$ cat src/rtl/dbg_trig_pkg.sv
package dbg_trig_pkg;

  typedef enum logic [1:0] {
    MODE_ANY      = 2'd0,
    MODE_A_ONLY   = 2'd1,
    MODE_A_THEN_B = 2'd2,
    MODE_A_NOT_B  = 2'd3
  } trig_mode_e;

  typedef struct packed {
    logic a;
    logic b;
    logic c;
  } tag_t;

  localparam int NCMP = 3;
  localparam int CMP_A = 0;
  localparam int CMP_B = 1;
  localparam int CMP_C = 2;
  localparam logic [1:0] PAGE_CMP_ON = 2'b01;

  // Event selection shared by the force path and the tagged path.
  function automatic logic ab_event(trig_mode_e mode, logic a, logic b, logic seq);
    case (mode)
      MODE_ANY:      return a | b;
      MODE_A_ONLY:   return a;
      MODE_A_THEN_B: return b & seq;
      default:       return a & ~b;
    endcase
  endfunction

endpackage

$ cat src/rtl/dbg_addr_cmp.sv
module dbg_addr_cmp #(
  parameter int AW = 16,
  parameter int PW = 8
) (
  input  logic          bus_valid,
  input  logic [AW-1:0] bus_addr,
  input  logic [PW-1:0] bus_page,
  input  logic          bus_rd,
  input  logic [AW-1:0] ref_addr,
  input  logic [PW-1:0] ref_page,
  input  logic          page_en,
  input  logic          qual_en,
  input  logic          qual_rd,
  output logic          hit
);

  logic addr_eq;
  logic page_ok;
  logic dir_ok;

  always_comb begin
    addr_eq = (bus_addr == ref_addr);
    page_ok = !page_en || (bus_page == ref_page);
    dir_ok  = !qual_en || (bus_rd == qual_rd);
    hit     = bus_valid && addr_eq && page_ok && dir_ok;
  end

endmodule

$ cat src/rtl/dbg_tag_queue.sv
module dbg_tag_queue
  import dbg_trig_pkg::*;
#(
  parameter int DEPTH = 4,
  localparam int PTRW = (DEPTH > 1) ? $clog2(DEPTH) : 1,
  localparam int CW   = $clog2(DEPTH + 1)
) (
  input  logic          clk,
  input  logic          rst,
  input  logic          flush,
  input  logic          push,
  input  tag_t          push_tag,
  input  logic          pop_req,
  output logic          pop,
  output tag_t          head,
  output logic [CW-1:0] count
);

  tag_t            mem [DEPTH];
  logic [PTRW-1:0] wr_ptr;
  logic [PTRW-1:0] rd_ptr;
  logic            do_push;

  function automatic logic [PTRW-1:0] ptr_inc(logic [PTRW-1:0] p);
    return (p == PTRW'(DEPTH - 1)) ? '0 : p + 1'b1;
  endfunction

  always_comb begin
    pop     = pop_req && (count != '0) && !flush;
    do_push = push && !flush;
    head    = mem[rd_ptr];
  end

  // Storage without reset so it maps onto distributed or block memory.
  always_ff @(posedge clk) begin
    if (do_push) mem[wr_ptr] <= push_tag;
  end

  always_ff @(posedge clk) begin
    if (rst || flush) begin
      wr_ptr <= '0;
      rd_ptr <= '0;
      count  <= '0;
    end else begin
      if (do_push) wr_ptr <= ptr_inc(wr_ptr);
      if (pop)     rd_ptr <= ptr_inc(rd_ptr);
      count <= count + CW'(do_push) - CW'(pop);
    end
  end

endmodule

$ cat src/rtl/dbg_trig_ctl.sv
module dbg_trig_ctl
  import dbg_trig_pkg::*;
(
  input  logic       clk,
  input  logic       rst,
  input  logic       tag_sel,
  input  logic [1:0] mode,
  input  logic       brk_en,
  input  logic       arm,
  input  logic       live_a,
  input  logic       live_b,
  input  logic       pop,
  input  tag_t       head,
  output logic       trig,
  output logic       brk_req,
  output logic       armed
);

  trig_mode_e mode_e;
  logic       seq;
  logic       c_wins;
  logic       src_a;
  logic       src_b;
  logic       fire;
  logic       seq_n;
  logic       armed_n;
  logic       brk_n;

  always_comb begin
    mode_e  = trig_mode_e'(mode);
    c_wins  = pop && head.c && brk_en;
    src_a   = tag_sel ? (pop && head.a && !c_wins) : live_a;
    src_b   = tag_sel ? (pop && head.b && !c_wins) : live_b;
    fire    = armed && ab_event(mode_e, src_a, src_b, seq);
    seq_n   = fire ? 1'b0 : (seq || (armed && src_a && mode_e == MODE_A_THEN_B));
    armed_n = fire ? 1'b0 : (arm ? 1'b1 : armed);
    brk_n   = c_wins;
  end

  always_ff @(posedge clk) begin
    if (rst) begin
      trig    <= 1'b0;
      brk_req <= 1'b0;
      armed   <= 1'b0;
      seq     <= 1'b0;
    end else begin
      trig    <= fire;
      brk_req <= brk_n;
      armed   <= armed_n;
      seq     <= seq_n;
    end
  end

endmodule

$ cat src/rtl/dbg_trig_unit.sv
module dbg_trig_unit
  import dbg_trig_pkg::*;
#(
  parameter int AW     = 16,
  parameter int PW     = 8,
  parameter int QDEPTH = 4,
  localparam int QCW   = $clog2(QDEPTH + 1)
) (
  input  logic          clk,
  input  logic          rst,
  input  logic          bus_valid,
  input  logic [AW-1:0] bus_addr,
  input  logic [PW-1:0] bus_page,
  input  logic          bus_rd,
  input  logic          bus_fetch,
  input  logic          exec_valid,
  input  logic          pipe_flush,
  input  logic [AW-1:0] cmp_addr_a,
  input  logic [AW-1:0] cmp_addr_b,
  input  logic [AW-1:0] cmp_addr_c,
  input  logic [PW-1:0] cmp_page_a,
  input  logic [PW-1:0] cmp_page_b,
  input  logic [PW-1:0] cmp_page_c,
  input  logic [1:0]    page_sel,
  input  logic          dir_en_a,
  input  logic          dir_rd_a,
  input  logic          dir_en_b,
  input  logic          dir_rd_b,
  input  logic          tag_sel,
  input  logic [1:0]    trig_mode,
  input  logic          brk_en,
  input  logic          arm,
  output logic          match_a,
  output logic          match_b,
  output logic          match_c,
  output logic          trig,
  output logic          brk_req
);

  logic [AW-1:0]  ref_addr [NCMP];
  logic [PW-1:0]  ref_page [NCMP];
  logic [NCMP-1:0] q_en;
  logic [NCMP-1:0] q_rd;
  logic [NCMP-1:0] hit;
  logic            full_mode;
  logic            page_on;
  logic            q_push;
  logic            q_pop;
  tag_t            q_head;
  tag_t            q_in;
  logic [QCW-1:0]  q_count;
  logic            armed;

  // Direction qualification: off when tagged, A's bits drive B in combined modes.
  always_comb begin
    full_mode     = trig_mode[1];
    page_on       = (page_sel == PAGE_CMP_ON);
    ref_addr[CMP_A] = cmp_addr_a;
    ref_addr[CMP_B] = cmp_addr_b;
    ref_addr[CMP_C] = cmp_addr_c;
    ref_page[CMP_A] = cmp_page_a;
    ref_page[CMP_B] = cmp_page_b;
    ref_page[CMP_C] = cmp_page_c;
    q_en[CMP_A]   = dir_en_a && !tag_sel;
    q_rd[CMP_A]   = dir_rd_a;
    q_en[CMP_B]   = (full_mode ? dir_en_a : dir_en_b) && !tag_sel;
    q_rd[CMP_B]   = full_mode ? dir_rd_a : dir_rd_b;
    q_en[CMP_C]   = 1'b0;
    q_rd[CMP_C]   = 1'b0;
  end

  for (genvar g = 0; g < NCMP; g++) begin : g_cmp
    dbg_addr_cmp #(.AW(AW), .PW(PW)) u_cmp (
      .bus_valid (bus_valid),
      .bus_addr  (bus_addr),
      .bus_page  (bus_page),
      .bus_rd    (bus_rd),
      .ref_addr  (ref_addr[g]),
      .ref_page  (ref_page[g]),
      .page_en   (page_on),
      .qual_en   (q_en[g]),
      .qual_rd   (q_rd[g]),
      .hit       (hit[g])
    );
  end

  always_comb begin
    q_push = bus_valid && bus_fetch;
    q_in.a = hit[CMP_A];
    q_in.b = hit[CMP_B];
    q_in.c = hit[CMP_C];
  end

  dbg_tag_queue #(.DEPTH(QDEPTH)) u_queue (
    .clk      (clk),
    .rst      (rst),
    .flush    (pipe_flush),
    .push     (q_push),
    .push_tag (q_in),
    .pop_req  (exec_valid),
    .pop      (q_pop),
    .head     (q_head),
    .count    (q_count)
  );

  dbg_trig_ctl u_ctl (
    .clk     (clk),
    .rst     (rst),
    .tag_sel (tag_sel),
    .mode    (trig_mode),
    .brk_en  (brk_en),
    .arm     (arm),
    .live_a  (hit[CMP_A]),
    .live_b  (hit[CMP_B]),
    .pop     (q_pop),
    .head    (q_head),
    .trig    (trig),
    .brk_req (brk_req),
    .armed   (armed)
  );

  always_ff @(posedge clk) begin
    if (rst) begin
      match_a <= 1'b0;
      match_b <= 1'b0;
      match_c <= 1'b0;
    end else begin
      match_a <= hit[CMP_A];
      match_b <= hit[CMP_B];
      match_c <= hit[CMP_C];
    end
  end

endmodule

$ cat config.mk
export PLATFORM = sky130hd
export DESIGN_NAME = dbg_trig_unit
export DESIGN_NICKNAME = d
export VERILOG_FILES = /design/src/rtl/dbg_trig_pkg.sv /design/src/rtl/dbg_addr_cmp.sv /design/src/rtl/dbg_tag_queue.sv /design/src/rtl/dbg_trig_ctl.sv /design/src/rtl/dbg_trig_unit.sv
export SDC_FILE = /design/constraint.sdc
export NUM_CORES = 1
export LEC_CHECK = 0
export CORE_AREA = 2 2 72 74
export DETAILED_ROUTE_END_ITERATION = 7
export DIE_AREA = 0 0 74 76
export DONT_BUFFER_PORTS = 1
export PLACE_DENSITY = 0.71
export SLEW_MARGIN = 20
export SYNTH_ARGS = -nofsm -noshare
export SYNTH_HDL_FRONTEND = slang
export SYNTH_SLANG_ARGS = --single-unit
$ cat constraint.sdc
create_clock -name clk -period 3.25 [get_ports clk]
set_input_delay 0.65 -clock clk [delete_from_list [all_inputs] [get_ports clk]]
set_output_delay 0.65 -clock clk [all_outputs]
set_load 0.01 [all_outputs]
Word level (Yosys, flattened, before mapping)
Memories as Yosys holds them, arrays and structs flattened. A register that Yosys moved wholly into a read port is not among the register bits.
Cells that the tools add are included.
W data, S select, Z words.
{"block": "op_classes", "add_sub_neg": 4, "eq_ne": 13, "muxes": 11, "bitwise_logic": 4, "reduce_logical": 39}
{"cell": "$eq A16 B16 Y1", "count": 3}
{"cell": "$eq A8 B8 Y1", "count": 3}
{"cell": "$logic_and A1 B1 Y1", "count": 23}
{"cell": "$mux W2", "count": 4}
{"cell": "$logic_or A1 B1 Y1", "count": 7}
{"cell": "$eq A2 B2 Y1 const B", "count": 3}
{"cell": "$logic_not A1 Y1", "count": 6}
{"cell": "$mux W1", "count": 6}
{"cell": "$add A2 B1 Y2 const B", "count": 2}
{"cell": "$eq A2 B1 Y1 const B", "count": 2}
{"cell": "$add A3 B1 Y3", "count": 1}
{"cell": "$pmux W1 S3", "count": 1}
{"cell": "$reduce_bool A3 Y1", "count": 1}
{"cell": "$sub A3 B1 Y3", "count": 1}
{"cell": "$and A1 B1 Y1", "count": 2}
{"cell": "$eq A1 B1 Y1", "count": 2}
{"cell": "$logic_not A2 Y1", "count": 1}
{"cell": "$reduce_or A2 Y1", "count": 1}
{"cell": "$not A1 Y1", "count": 1}
{"cell": "$or A1 B1 Y1", "count": 1}
{"block": "word_totals", "register_bits": 14, "ram_bits": 12, "in_bits": 114, "output_inout_bits": 5, "elab_cells": 82, "n_memories": 1}
{"name": "u_queue.mem", "depth": 4, "word_bits": 3, "read_ports": 1, "rd_ports_with_merged_regs": 1, "write_ports": 1, "line_no": "dbg_tag_queue.sv:19", "source": "tag_t mem [DEPTH];"}

Depth between registers and ports, before layout
Gate-level depths: netlist of run 1.
{"block": "depth", "depth_word": 13, "mapped_depth": 10, "depth_no_buf": 10}

Cells and area by module
A second synthesis of run 1 with hierarchy kept.
{"block": "unflattened", "cells_unflattened": 213, "area_unflattened_um2": 2155.8}
{"mod": "dbg_tag_queue", "n_inst": 1, "cells_per_inst": 67, "area_each_um2": 912.1, "seq_area_each_um2": 540.5}
{"mod": "dbg_addr_cmp", "n_inst": 3, "cells_per_inst": 36, "area_each_um2": 287.8, "seq_area_each_um2": 0.0}
{"mod": "dbg_trig_ctl", "n_inst": 1, "cells_per_inst": 25, "area_each_um2": 250.2, "seq_area_each_um2": 80.1}
{"mod": "dbg_trig_unit", "n_inst": 1, "cells_per_inst": 13, "area_each_um2": 130.1, "seq_area_each_um2": 60.1}

Worst setup path before layout of run 1
No wires, ideal clock.
{"block": "synth_timing", "kind": "in2reg", "from": "in bus_addr[10]", "to": "reg u_ctl.armed", "setup_time_ns": 0.103, "arrival_time_ns": 2.279, "t_required_ns": 3.147, "setup_slack_ns": 0.868, "cell_stages": 6, "path_buffers": 0, "path_cell_list": "xor2_1 -> or4_4 -> nor4_2 -> nand3_1 -> a41o_1 -> a2111oi_2"}
{"block": "synth_between", "elab_chain_len": 10, "elab_cells_between_ends": 17}
{"element": "start: declaration", "line_no": "dbg_trig_unit.sv:12", "source": "input logic [AW-1:0] bus_addr,"}
{"element": "$eq A16 B16 Y1", "line_no": "dbg_addr_cmp.sv:22", "source": "addr_eq = (bus_addr == ref_addr);"}
{"element": "$logic_and A1 B1 Y1 (3 in a row)", "line_no": "dbg_addr_cmp.sv:25", "source": "hit = bus_valid && addr_eq && page_ok && dir_ok;"}
{"element": "$mux W1", "line_no": "dbg_trig_ctl.sv:33", "source": "src_b = tag_sel ? (pop && head.b && !c_wins) : live_b;"}
{"element": "$not A1 Y1", "line_no": "dbg_trig_pkg.sv:28", "source": "default: return a & ~b;"}
{"element": "$and A1 B1 Y1", "line_no": "dbg_trig_pkg.sv:28"}
{"element": "$pmux W1 S3 (*)", "line_no": "dbg_trig_pkg.sv:24", "source": "case (mode)"}
{"element": "$logic_and A1 B1 Y1 (*)", "line_no": "dbg_trig_ctl.sv:34", "source": "fire = armed && ab_event(mode_e, src_a, src_b, seq);"}
{"element": "$reduce_or A2 Y1 (no source line) (*)"}
{"element": "end signal: assignment", "line_no": "dbg_trig_ctl.sv:49", "source": "armed <= armed_n;"}
{"element": "end: declaration", "line_no": "dbg_trig_ctl.sv:16", "source": "output logic armed"}
Mark *: on every way between the ends. The rest lies on a longest branch, timed or not.
A chain may end at the register's enable or synchronous reset.

Worst setup path in the final report of run 1
{"block": "layout_timing", "from": "reg u_queue.count[0]", "to": "reg u_queue.count[2]"}
{"block": "layout_between", "elab_chain_len": 4, "elab_cells_between_ends": 5}
{"element": "start: declaration", "line_no": "dbg_tag_queue.sv:16", "source": "output logic [CW-1:0] count"}
{"element": "start signal: assignment", "line_no": "dbg_tag_queue.sv:47", "source": "count <= count + CW'(do_push) - CW'(pop);"}
{"element": "branches (longest 3 deep; another with $add A3 B1 Y3)"}
{"element": "$sub A3 B1 Y3 (*)", "line_no": "dbg_tag_queue.sv:47"}
Every way passes the cells marked *.

==> results.md, run 1 <==
* Number of cell rows at 26
* DRT Pass-1 Iters at 4
* Syn avg cell area at 9.70 µm²
* Synth top area cells: xnor2_1 (26%), edfxtp_1 (17%), dfxtp_1 (15%), xor2_1 (5.8%), ha_1 (4.1%)
* P_int at 0.000533 W
* Setup violations, final at 0
* Final HPWL DP at 4120 µm
* Pin count of the biggest net entering global routing at 16
* Worst-path cell chain: or3_1 -> and3b_1 -> ha_1 -> inv_1 -> ha_1 -> inv_1 -> fa_1 -> xor2_1 -> xnor2_1 -> nor2_1
* Count of cell types in the netlist at 36
* Final worst slack at 0.949 ns
* Worst-margin pin slew at 0.396 ns
* Switching share of total power at 22.4%
* Vias in the first global route at 1656
* First-pass GRT wire length at 7490 µm
* HP Class: input port to flop
* Fin crit share at 70.8%
* CP top delay family: adder cells
* Core Box Area at 4910 µm²
* CTS root buffer: clkbuf_8
* TritonCTS buffer count at 3
* Die Wd at 74 µm
* Most frequent cell after synthesis: xnor2_1
* Hold buffers post-CTS at 0
* Port Buffers at 0
* GPL Wtd Cong at 0.886
* Net count after synthesis at 341
* CP endpoint kind: flop
* Cells after Synth at 219
* Worst vdd rail ir drop at 152 µV
* Via-to-Cell Ratio at 5.45
* Residual DRC count at 0
* Post-synth top cells: xnor2_1 (62), dfxtp_1 (16), xor2_1 (14)
* Final WL at 4640 µm
* Synth warn at 0
* Critical Path RT at 3.42 ns
* Crit Path Class: flop to flop
* Worst EP arrival at 2.47 ns
* Initial antenna violation count at 0
* Number of synthesized register bits at 28
* Register area share after synthesis at 32.1%
* Post-CTS setup buffer count at 0
* Number of flops mapped to enable cells by yosys at 12
* Post-synthesis async set-or-reset flop share at 0%
* Startpoint Class: flop
* Clock buffer depth at 2
* Vias at 1590
* Final Max Slew Viols at 0
* GR Util All Layers at 17.1%
* Pleak at 0.699 nW
* Main synth FF type: dfxtp_1
* Crit-path max FO at 3
* H-tree depth at 1
* Clk sink count at 28
* Seq pwr share at 54.0%
* Diode count at 0
* Worst slack at placement at 0.715 ns
* Clk_lat worst skew at 0.26 ns
* Nets at 345
* RSZ-0062 raised after global routing: false
* Die height at 76 µm
* # resized after CTS at 0
* Cell area power density at 305 nW/µm²
* Synth-to-Final Area Change at 6.07%
* Die ar. at 5620 µm²
* GR Overflow Total at 0
* Setup_tns at 0 ns
* Clk pwr share at 26.9%
* Gate power share at 19.2%
* Worst Path Buf+Inv at 2
* Starting Density at 43.2%
* Routed len/inst at 15.9 µm
* Slew HR at 73.6%
* Detail Route Antenna Nets at 0
* Mapped Area at 2120 µm²
* Synth top area share at 25.6%
* Status: finished, final reports clean
* Worst path slowest cell: or3_1
* CTS clk-pin slew, worst paths at 0.09 ns
* NetSw at 0.000154 W
* CP max stage delay at 0.40 ns
* DRT iter0 DRCs at 56
* Area leader, netlist: xnor2_1
* Hold Fails Final Rpt at 0
* # IOs at 119
* Share of cells above drive strength 1 at 6.31%
* Fin Clk Skew at 0.00301 ns
* CTS tree: done
* Min Clock Period, post-route at 2.30 ns
* Fmax at 435 MHz
* Layout Utilization at 45.8%
* Maxcap violations at 0
-- final timing paths --
| path | to | depth (start not counted) | from | slack (ns) |
|---|---|---|---|---|
| max reg2reg | u_queue.count[2]$_SDFF_PP0_ | 10 | u_queue.count[0]$_SDFF_PP0_ | 0.95 |
| min | u_ctl.seq$_SDFF_PP0_ | 1 | rst | 0.44 |
| max | u_queue.count[2]$_SDFF_PP0_ | 10 | u_queue.count[0]$_SDFF_PP0_ | 0.95 |
| min reg2reg | flop | 2 | u_queue.rd_ptr[1]$_SDFFE_PP0N_ | 0.49 |
-- cell usage in the layout, fill, tap and decap left out, types with 5 or more instances in the layout --
cell type   n
nand3_1     9
edfxtp_1   12
nand4_1    13
and2_1      6
xnor2_1    62
xor2_1     14
nor2_1     11
a21oi_1    10
nand2_1    11
dfxtp_1    16
nor4_1      5
inv_1       8
ha_1        7
-- kinds of logic (layout without fill, tap and decap cells) --
logic type | count (synthesis) | count (layout) | share of synthesized area (%)
compound gates | 22 | 22 | 7.19
flops | 28 | 28 | 32.1
fa+ha+maj | 8 | 8 | 5.07
mux | 5 | 5 | 4.12
xor+xnor | 76 | 76 | 31.3
buf+inv | 9 | 12 | 1.59
simple gates | 71 | 71 | 18.6
-- layout make-up --
type | instances | area [µm²]
multi-input combinational | 182 | 1410
tap | 70 | 87.6
clock buffer | 4 | 45.0
sequential | 28 | 681
fill | 493 | 2660
inverter | 8 | 30.0
-- routing by layer --
metal / global-route usage [%] / vias to the layer above / wire length, µm
met5: 0 / - / 0
met3: 3.31 / 6 / 366
li1: - / 776 / -
met2: 28.0 / 83 / 2310
met1: 22.7 / 725 / 1910
met4: 4.55 / 0 / 50
-- sequential cells by signal, indices dropped and copies added, names as in the netlist, named ones only --
register        count
u_queue.mem        12
u_queue.count       3
u_queue.rd_ptr      2
u_queue.wr_ptr      2
match_a             1
match_b             1
match_c             1
u_ctl.armed         1
u_ctl.brk_req       1
u_ctl.seq           1
u_ctl.trig          1
-- metrics by stage --
step	power (W)	instance area (µm²)	hold WS, ns	cells
after global routing	0.000725	2250	0.426	292
after detailed placement	0.000511	2210	0.483	288
after CTS	0.000691	2250	0.438	292
final	0.000687	2250	0.441	292
after global placement	0.000510	2210	0.473	288
after floorplan	0.000492	2120	0.454	219
-- power by group through the flow --
stage	combinational, W	clock, W	sequential (W)
2_1_floorplan	0.000113	0	0.000379
3_3_place_gp	0.000131	0	0.000379
3_5_place_dp	0.000132	0	0.000379
4_1_cts	0.000133	0.000187	0.000371
5_1_grt	0.000149	0.000204	0.000372
6_report	0.000132	0.000185	0.000371
(Power assumes the default switching activity.)
==> run 2, diff against run 1 <==
Settings changed: ABC_AREA from default to 1, CORE_AREA 2 2 72 74 to 2 2 78 80, DIE_AREA 0 0 74 76 to 0 0 80 82, PLACE_DENSITY 0.71 to 0.73.
Clock period 3.25 ns to 1.9 ns, I/O delays scaled along.
==> run 2 against run 1 <==
Synthesized area grew 19%. Final area grew 21%. Sequential power up 71%. Setup slack worse by 0.87 ns. Die area increased by 17%. Clock power rose by 97%. Utilization grew 1.7 points. Non-clock buffer count is 4 higher. Via count is 54% higher. Hold slack got worse by 0.28 ns. Power rose by 87%. Largest power group unchanged.
==> results.md, run 2 <==
* Status: finished, final reports clean
* H-tree depth at 1 (unchanged)
* Worst-case reg-to-reg path depth at 8 (-2)
* Register area share after synthesis at 27.0% (-5.1 points)
* Die ar. at 6560 µm² (+17%)
* Detail Route Antenna Nets at 0 (unchanged)
* Core Box Area at 5750 µm² (+17%)
* Hold buffers post-CTS at 0 (unchanged)
* Starting Density at 43.9% (+0.70 points)
* Worst-path cell chain: nor3_4 -> nor3_4 -> ha_1 -> inv_2 -> ha_4 -> inv_2 -> fa_2 -> nor2_1
* Die Wd at 80 µm (+8.1%)
* DRT iter0 DRCs at 166 (+200%)
* Number of cell rows at 28 (+7.7%)
* Hold Path Depth at 1 (unchanged)
* Cell area power density at 469 nW/µm² (+54%)
* Worst-margin pin slew at 0.422 ns (+0.0258 ns)
* Critical path startpoint: u_queue.count[0]$_SDFF_PP0_
* CTS root buffer: clkbuf_8
* Fin Clk Skew at 0.00183 ns (-0.00117 ns)
* Most frequent cells in the layout: nand2_1 (115), inv_1 (67), nor2_1 (55), nand3_1 (17), xnor2_1 (17)
* Hold Fails Final Rpt at 0 (unchanged)
* Net count after synthesis at 527 (+55%)
* Number of flip-flops in the largest register at 12 (unchanged)
* Fmax at 550 MHz (+26%)
* Hold Path End: match_b$_SDFF_PP0_
* Most frequent cell after synthesis: nand2_1
* R2R setup slack at 0.08 ns (-0.87 ns)
* Clk sink count at 28 (unchanged)
* Setup_tns at 0 ns (unchanged)
* GR Overflow Total at 0 (unchanged)
* Synth top area share at 17.1% (-8.5 points)
* CP max stage delay at 0.54 ns (+0.14 ns)
* Residual DRC count at 0 (unchanged)
* Pleak at 1.35 nW (+93%)
* Share of cells above drive strength 1 at 8.96% (+2.7 points)
* Reg2reg start: u_queue.count[0]$_SDFF_PP0_
* Vias at 2445 (+54%)
* GR Util All Layers at 19.6% (+2.5 points)
* Diode count at 0 (unchanged)
* Nets at 536 (+55%)
* Post-Layout Cell Count at 488 (+67%)
* CP endpoint kind: flop
* R2R Path End: u_queue.count[1]$_SDFF_PP0_
* Vias in the first global route at 2351 (+42%)
* Slew HR at 71.6% (-2.0 points)
* Setup violations, final at 0 (unchanged)
* Post-synthesis async set-or-reset flop share at 0% (unchanged)
* GPL Wtd Cong at 0.907 (+2.4%)
* Post-synth top cells: nand2_1 (115), inv_1 (70), nor2_1 (55)
* Area leader, netlist: nand2_1
* CTS clk-pin slew, worst paths at 0.09 ns (about the same)
* Critical Path RT at 2.07 ns (-1.35 ns)
* Crit Path Class: flop to flop
* Initial antenna violation count at 0 (unchanged)
* Final HPWL DP at 5600 µm (+36%)
* Final Max Slew Viols at 0 (unchanged)
* DRT Pass-1 Iters at 4 (unchanged)
* Number of synthesized register bits at 28 (unchanged)
* Startpoint Class: flop
* TritonCTS buffer count at 3 (unchanged)
* Syn avg cell area at 6.23 µm² (-36%)
* Worst path slowest cell: fa_2
* Hold_sp: rst
* Crit-path max FO at 2 (-1)
* Number of flops mapped to enable cells by yosys at 12 (unchanged)
* HP Class: input port to flop
* Cells after Synth at 405 (+85%)
* Clk_lat worst skew at 0.27 ns (about the same)
* Regs by FF count: u_queue.mem (12), u_queue.count (3)
* Synth-to-Final Area Change at 8.28%
* Maxcap violations at 0 (unchanged)
* # IOs at 119 (unchanged)
* Worst vdd rail ir drop at 260 µV (+72%)
* Biggest register: u_queue.mem
* Synth top area cells: nand2_1 (17%), edfxtp_1 (14%), dfxtp_1 (13%), inv_1 (10%), nor2_1 (8.2%)
* Via-to-Cell Ratio at 5.01 (-8.0%)
* Final WL at 6420 µm (+38%)
* Min Clock Period, post-route at 1.82 ns (-0.481 ns)
* First-pass GRT wire length at 10200 µm (+36%)
* Synth warn at 0 (unchanged)
* Most common cell after layout, fill and taps aside: nand2_1
* Die height at 82 µm (+7.9%)
* CTS tree: done
* Fin crit share at 95.8% (+25 points)
* RSZ-0062 raised after global routing: true
* Clock buffer depth at 2 (unchanged)
* Mapped Area at 2520 µm² (+19%)
* Routed len/inst at 13.1 µm (-17%)
* Pin count of the biggest net entering global routing at 16 (unchanged)
* Worst EP arrival at 1.99 ns (-0.48 ns)
* Port Buffers at 0 (unchanged)
* Placed insts at 483 (+68%)
* Main synth FF type: dfxtp_1
* Count of cell types in the netlist at 35 (-2.8%)
==> run 2: cell count changes after synthesis, sizes merged, moves of 11 or more <==
| cell | before | now |
|---|---|---|
| xnor2 | 62 | 17 |
| nor2 | 11 | 56 |
| nand3 | 9 | 20 |
| nand2 | 11 | 117 |
| inv | 8 | 82 |
| o21ai | 4 | 18 |
==> run 2: how the worst max path moves through the flow <==
| stage | slack (ns) | depth (start not counted) | end |
|---|---|---|---|
| after detailed placement | 0.001 | 10 | u_queue.count[2]$_SDFF_PP0_ |
| final | 0.08 | 8 | u_queue.count[1]$_SDFF_PP0_ |
| after global placement | 0.06 | 10 | u_queue.count[2]$_SDFF_PP0_ |
| after CTS | 0.07 | 10 | u_queue.count[2]$_SDFF_PP0_ |
| after floorplan | 0.10 | 10 | u_queue.count[2]$_SDFF_PP0_ |
| after global routing | -0.01 | 10 | u_queue.count[2]$_SDFF_PP0_ |
==> run 2: metal layers <==
layer	GRT usage, %	part of all wire [%]
met1	23.3	41
met2	35.5	50
met3	2.86	6.4
met4	7.63	2.1
met5	0	0
==> run 2: power breakdown <==
| part | leakage [nW] | internal [W] | total [W] | switching (W) |
|---|---|---|---|---|
| Clock | 0.0288 | 0.000185 | 0.000365 | 0.000179 |
| Combinational | 1.08 | 0.000125 | 0.000283 | 0.000157 |
| Sequential | 0.244 | 0.000630 | 0.000635 | 0.00000517 |
| Total | 1.35 | 0.000940 | 0.00128 | 0.000342 |
==> run 2: what timing repair did <==
item | 4_1_cts | 5_1_grt
endpoints found under the setup margin | 1 | 1
pin swaps | 0 | 6
resized for setup | 1 | 11
setup buffers | 0 | 1
==> run 2: layout make-up <==
cell class	instances	area, µm²
fill	596	3010
timing repair buffer	4	30.0
tap	75	93.8
inverter	84	315
clock buffer	4	55.1
sequential	28	684
multi-input combinational	293	1550
==> run 2: cells by family after synthesis <==
kind of cell	after synthesis	share of synthesized area (%)
xor+xnor	27	9.37
simple gates	219	37.2
compound gates	39	9.72
flops	28	27.0
fa+ha+maj	8	4.26
buf+inv	84	12.5
==> run 2: per-stage QoR <==
step	util [%]	hold WS (ns)	area (µm²)	total power, W	setup slack (ns)
floorplan	-	0.452	2520	0.000873	0.100
global placement	45.9	0.455	2640	0.000917	0.0642
detailed placement	45.9	0.457	2640	0.000924	0.00134
CTS	47.0	0.159	2700	0.00128	0.0653
global route	47.6	0.159	2730	0.00135	-0.0127
finish	47.6	0.164	2730	0.00128	0.0805
==> run 2: critical path: cells and delay by family (launching register included) <==
kind	cells	cell delay (ns)
adder cells (fa/ha/maj)	3	0.96
buffers and inverters	2	0.10
flip-flops	1	0.34
AND/OR/NAND/NOR	3	0.32
